File: config.mk
export PLATFORM = sky130hd
export DESIGN_NAME = uart_intr_id
export DESIGN_NICKNAME = d
export VERILOG_FILES = /design/src/rtl/uart_intr_pkg.sv /design/src/rtl/uart_intr_txm.sv /design/src/rtl/uart_intr_mdm.sv /design/src/rtl/uart_intr_flags.sv /design/src/rtl/uart_intr_prio.sv /design/src/rtl/uart_intr_id.sv
export SDC_FILE = /design/constraint.sdc
export NUM_CORES = 1
export LEC_CHECK = 0
export BUFFER_PORTS_ARGS = -buffer_cell sky130_fd_sc_hd__clkbuf_2
export CAP_MARGIN = 30
export CORE_MARGIN = 3
export CORE_UTILIZATION = 41
export CTS_CLUSTER_DIAMETER = 150
export DETAILED_ROUTE_END_ITERATION = 6
export PLACE_DENSITY = 0.72
export REMOVE_ABC_BUFFERS = 1
export SLEW_MARGIN = 20
export SYNTH_ARGS = -nofsm -noshare
export SYNTH_HDL_FRONTEND = slang
export SYNTH_SLANG_ARGS = --single-unit
export TNS_END_PERCENT = 5
File: constraint.sdc
create_clock -name clk -period 1 [get_ports clk]
set_input_delay 0 -clock clk [delete_from_list [all_inputs] [get_ports clk]]
set_output_delay 0 -clock clk [all_outputs]
set_load 0.02 [all_outputs]
File: src/rtl/uart_intr_pkg.sv
package uart_intr_pkg;

    typedef enum logic [3:0] {
        IID_NONE  = 4'b0001,
        IID_LINE  = 4'b0110,
        IID_RDATA = 4'b0100,
        IID_TOUT  = 4'b1100,
        IID_TXEMP = 4'b0010,
        IID_MDM   = 4'b0000
    } iid_code_t;

    typedef enum logic {
        TXM_OPEN   = 1'b0,
        TXM_MASKED = 1'b1
    } txm_state_t;

    localparam int EN_LINE  = 0;
    localparam int EN_RX    = 1;
    localparam int EN_TX    = 2;
    localparam int EN_MDM   = 3;
    localparam int EN_W     = 4;

endpackage

File: src/rtl/uart_intr_txm.sv
module uart_intr_txm
    import uart_intr_pkg::*;
(
    input  logic clk,
    input  logic rst_n,
    input  logic tx_empty,
    input  logic rd_iir,
    input  logic wr_thr,
    output logic thr_pend
);

    txm_state_t state_q, state_d;

    always_comb begin
        state_d = state_q;
        unique case (state_q)
            TXM_OPEN:   if (rd_iir && tx_empty && !wr_thr) state_d = TXM_MASKED;
            TXM_MASKED: if (wr_thr)                        state_d = TXM_OPEN;
            default:                                       state_d = TXM_OPEN;
        endcase
    end

    always_ff @(posedge clk or negedge rst_n) begin
        if (!rst_n) state_q <= TXM_OPEN;
        else        state_q <= state_d;
    end

    always_comb begin
        thr_pend = 1'b0;
        unique case (state_q)
            TXM_OPEN:   thr_pend = tx_empty;
            TXM_MASKED: thr_pend = 1'b0;
            default:    thr_pend = 1'b0;
        endcase
    end

endmodule

File: src/rtl/uart_intr_mdm.sv
module uart_intr_mdm #(
    parameter int W      = 4,
    parameter int RI_IDX = 3
) (
    input  logic         clk,
    input  logic         rst_n,
    input  logic [W-1:0] mdm_in,
    input  logic         rd_msr,
    output logic [W-1:0] delta
);

    logic [W-1:0] prev_q;
    logic         primed_q;
    logic [W-1:0] edge_hit;

    for (genvar i = 0; i < W; i++) begin : g_edge
        if (i == RI_IDX) begin : g_trail
            assign edge_hit[i] = primed_q & prev_q[i] & ~mdm_in[i];
        end else begin : g_any
            assign edge_hit[i] = primed_q & (prev_q[i] ^ mdm_in[i]);
        end
    end

    always_ff @(posedge clk or negedge rst_n) begin
        if (!rst_n) begin
            prev_q   <= '0;
            primed_q <= 1'b0;
            delta    <= '0;
        end else begin
            prev_q   <= mdm_in;
            primed_q <= 1'b1;
            delta    <= (rd_msr ? '0 : delta) | edge_hit;
        end
    end

endmodule

File: src/rtl/uart_intr_flags.sv
module uart_intr_flags #(
    parameter int ERR_W = 4
) (
    input  logic             clk,
    input  logic             rst_n,
    input  logic             fifo_en,
    input  logic [ERR_W-1:0] line_err,
    input  logic             rx_load,
    input  logic             rx_timeout,
    input  logic             rd_lsr,
    input  logic             rd_rbr,
    output logic             line_pend,
    output logic             rxbuf_full,
    output logic             tout_pend
);

    always_ff @(posedge clk or negedge rst_n) begin
        if (!rst_n) begin
            line_pend  <= 1'b0;
            rxbuf_full <= 1'b0;
            tout_pend  <= 1'b0;
        end else begin
            line_pend  <= (line_pend & ~rd_lsr) | (|line_err);
            rxbuf_full <= rx_load | (rxbuf_full & ~rd_rbr);
            tout_pend  <= fifo_en & (rx_timeout | (tout_pend & ~rd_rbr));
        end
    end

endmodule

File: src/rtl/uart_intr_prio.sv
module uart_intr_prio
    import uart_intr_pkg::*;
(
    input  logic      p_line,
    input  logic      p_rdata,
    input  logic      p_tout,
    input  logic      p_txemp,
    input  logic      p_mdm,
    output iid_code_t code
);

    always_comb begin
        if (p_line)       code = IID_LINE;
        else if (p_rdata) code = IID_RDATA;
        else if (p_tout)  code = IID_TOUT;
        else if (p_txemp) code = IID_TXEMP;
        else if (p_mdm)   code = IID_MDM;
        else              code = IID_NONE;
    end

endmodule

File: src/rtl/uart_intr_id.sv
module uart_intr_id
    import uart_intr_pkg::*;
#(
    parameter int ERR_W  = 4,
    parameter int MDM_W  = 4,
    parameter int RI_IDX = 3
) (
    input  logic             clk,
    input  logic             rst_n,
    input  logic             fifo_en,
    input  logic [EN_W-1:0]  ier,
    input  logic [ERR_W-1:0] line_err,
    input  logic             rx_load,
    input  logic             rx_at_trig,
    input  logic             rx_timeout,
    input  logic             tx_empty,
    input  logic [MDM_W-1:0] mdm_in,
    input  logic             rd_iir,
    input  logic             rd_lsr,
    input  logic             rd_rbr,
    input  logic             rd_msr,
    input  logic             wr_thr,
    output logic [3:0]       iid,
    output logic             irq
);

    logic line_pend, rxbuf_full, tout_pend, thr_pend;
    logic [MDM_W-1:0] delta;
    logic rdata_pend;
    iid_code_t code;

    uart_intr_flags #(.ERR_W(ERR_W)) u_flags (
        .clk(clk), .rst_n(rst_n), .fifo_en(fifo_en), .line_err(line_err),
        .rx_load(rx_load), .rx_timeout(rx_timeout), .rd_lsr(rd_lsr),
        .rd_rbr(rd_rbr), .line_pend(line_pend), .rxbuf_full(rxbuf_full),
        .tout_pend(tout_pend)
    );

    uart_intr_txm u_txm (
        .clk(clk), .rst_n(rst_n), .tx_empty(tx_empty), .rd_iir(rd_iir),
        .wr_thr(wr_thr), .thr_pend(thr_pend)
    );

    uart_intr_mdm #(.W(MDM_W), .RI_IDX(RI_IDX)) u_mdm (
        .clk(clk), .rst_n(rst_n), .mdm_in(mdm_in), .rd_msr(rd_msr),
        .delta(delta)
    );

    assign rdata_pend = fifo_en ? rx_at_trig : rxbuf_full;

    uart_intr_prio u_prio (
        .p_line (ier[EN_LINE] & line_pend),
        .p_rdata(ier[EN_RX]   & rdata_pend),
        .p_tout (ier[EN_RX]   & tout_pend),
        .p_txemp(ier[EN_TX]   & thr_pend),
        .p_mdm  (ier[EN_MDM]  & (|delta)),
        .code   (code)
    );

    assign iid = code;
    assign irq = ~code[0];

endmodule

==> run_results.csv <==
group,metric,value,unit
clock_tree,cts.path.max_buffers,2,
synth,synth_ff_type,"dfrtp_1",
cells_and_area,nets,126,
timing,rsz0062_at_grt,"true",
clock_tree,h-tree-depth,1,
hold_path,hold_class,"in2reg",
drt,drt-total-wl,1580,um
worst_setup_path,r2r_start,"u_mdm.delta[2]",
worst_setup_path,cp-start-kind,"flip-flop",
die,initial_utilization,45.8,%
cells_and_area,fin_area,950,um2
outcome,status,"complete, but fails checks",
timing,finalCritPeriodShare,149,%
place,portBuffers,28,
grt,grt_max_degree,14,
place,preCtsSetupSlack,-218,ps
synth,yosys.cell_types.count,21,
synth,synth_top_area_share,60.6,%
clock_tree,cts_tree,"yes",
power,p_leak,0.482,nW
timing,period_minus_slack,1490,ps
grt,grt_pass1_wl,2500,um
place,gp_congestion,0.759,
drt,vias,554,
drt,firstDrtPassIters,5,
timing,drv_slew,0,
timing,skew,0.679,ps
synth,synth_seq_cells,13,
clock_tree,clkSinkCount,13,
die,core,1170,um2
synth,syn_avg_cell_area,10.7,um2
die,rows,12,
place,place_area,694,um2
die,die_w,42.2,um
timing,finalHoldViolCount,0,
synth,synth_edf_count,0,
die,fp.dieH,42.2,um
clock_tree,clkLatencyLatePin,270,ps
clock_tree,clk_pin_slew_worst_paths,70,ps
worst_setup_path,required,1000,ps
flow_run,drv_cap,0,
drt,drcViolationCount,0,
hold_path,worstHoldStart,"tx_empty",
die,die_area,1780,um2
synth,synthTopCellsByArea,"dfrtp_1, xor2_1, inv_1",
grt,antenna_found_initial,0,
die,io_pins,29,
worst_setup_path,startpoint,"u_flags.rxbuf_full",
synth,netlist_top_cells_count,"dfrtp_1, inv_1, nand2_1",
drt,ant_nets,0,
cells_and_area,n_antenna_cell,0,
synth,syn_area,537,um2
timing,setup_viol,5,
drt,wl_per_cell,13.7,um
place,dpl.cell_count,92,
cells_and_area,layout-drive-gt1-share,37.6,%
worst_setup_path,worstSetupPathType,"reg2out",
clock_tree,cts_root_buffer,"clkbuf_4",
synth,netlist_instances,50,
worst_setup_path,crit_path_end_kind,"output pin",
drt,vias_per_cell,4.82,
worst_setup_path,critPathArrivalTime,1490,ps
drt,drt_iter0_drc,16,
synth,ys_seq_area_share,60.6,%
synth,synth_top_area_cell,"dfrtp_1",
synth,ys_async_sr_fraction,100,%
grt,grtUsageTotal,19.7,%
timing,final.setup.worst_slack,-495,ps
cells_and_area,area_growth,76.9,%
synth,yosysMostFrequentCell,"dfrtp_1",
clock_tree,cts_buffers,3,
outcome,violations,"negative setup slack",
grt,grt_pass1_vias,604,
grt,overflow,0,
power,p_per_area,1220,nW/um2
cells_and_area,finalNonFillerCells,115,
synth,yosysWarnings,0,
power,max-vdd-ir-drop,0.743,mV
worst_setup_path,critical_path_peak_fanout,3,
timing,clock.fmax,669,MHz
place,post-dp-hpwl,879,um
==> layout make-up <==
type | instances | area, um2
inverters | 6 | 22.5
clock buffers | 4 | 26.3
fillers | 76 | 221
multi-input cells | 31 | 221
repair buffers | 47 | 337
well taps | 14 | 17.5
flip-flops and latches | 13 | 325
==> sequential cells by signal, summed over array words and instances, names as in the netlist <==
| register | count |
|---|---|
| u_flags.line_pend | 1 |
| u_flags.rxbuf_full | 1 |
| u_flags.tout_pend | 1 |
| u_mdm.delta | 4 |
| u_mdm.prev_q | 4 |
| u_mdm.primed_q | 1 |
| u_txm.state_q | 1 |
==> worst max-delay path: stages (launching register included) <==
cell	delay, ps
dfrtp_1	380
mux2_4	300
o21ai_4	150
and4_1	250
clkbuf_8	150
==> routing by layer <==
layer,GRT usage (%),up-vias,part of all wire [%]
li1,-,272,-
met1,20.6,252,40
met2,33.7,22,51
met3,5.15,8,4.6
met4,13.7,0,4.3
met5,0,-,0
==> final timing paths <==
kind | cells past startpoint | end | slack, ps
max | 4 | iid[0] | -490
min | 3 | u_txm.state_q | 9
max in group asynchronous | 2 | u_mdm.prev_q[2] | 620
min reg2reg | 2 | u_txm.state_q | 530
min in group asynchronous | 2 | u_flags.tout_pend | 150
max reg2reg | 3 | u_mdm.delta[2] | 210
==> kinds of logic (layout without fill, tap and decap cells) <==
group | after synthesis | after routing | share of synthesized area (%)
other | 1 | 1 | 0.699
buffers and inverters | 6 | 57 | 4.20
XOR/XNOR | 3 | 3 | 4.90
flip-flops | 13 | 13 | 60.6
AND/OR/NAND/NOR | 14 | 14 | 13.1
AO/OA/AOI/OAI | 12 | 12 | 13.8
multiplexers | 1 | 1 | 2.80
==> repair_timing <==
| item | 4_1_cts | 5_1_grt |
|---|---|---|
| hold endpoints to repair | 25 | 0 |
| setup endpoints to repair | 5 | 6 |
| resized for setup | 5 | 7 |
| hold buffers | 16 | 0 |
| pin swaps | 2 | 3 |
| buffers inserted | 2 | 1 |
==> through the flow <==
stage	hold WS (ps)	power [W]	TNS, ps	util (%)
2_1_floorplan	-296	0.000671	-216	-
3_3_place_gp	-93.6	0.000753	-392	59.3
3_5_place_dp	-90.5	0.000760	-462	59.3
4_1_cts	3.93	0.00114	-1860	78.3
5_1_grt	24.5	0.00124	-2240	81.1
6_report	8.83	0.00116	-1850	81.1
==> power by group <==
part	leakage (nW)	total, W	internal [W]	switching (W)
Clock	0.0150	0.000312	0.000154	0.000158
Combinational	0.313	0.000256	0.000146	0.000111
Sequential	0.153	0.000594	0.000562	0.0000323
Total	0.482	0.00116	0.000862	0.000300
==> cells in the final DEF (no fill, tap or decap), drive strengths merged, types with 2 or more instances in the layout <==
cell | Yosys | routed
clkbuf | 0 | 28
dfrtp | 13 | 13
buf | 0 | 7
xor2 | 3 | 3
nand2 | 6 | 6
inv | 6 | 6
dlygate4sd3 | 0 | 16
nor2 | 2 | 2
o21ai | 6 | 6
a21oi | 2 | 2
No activity file was read; power rests on OpenSTA's default activity.
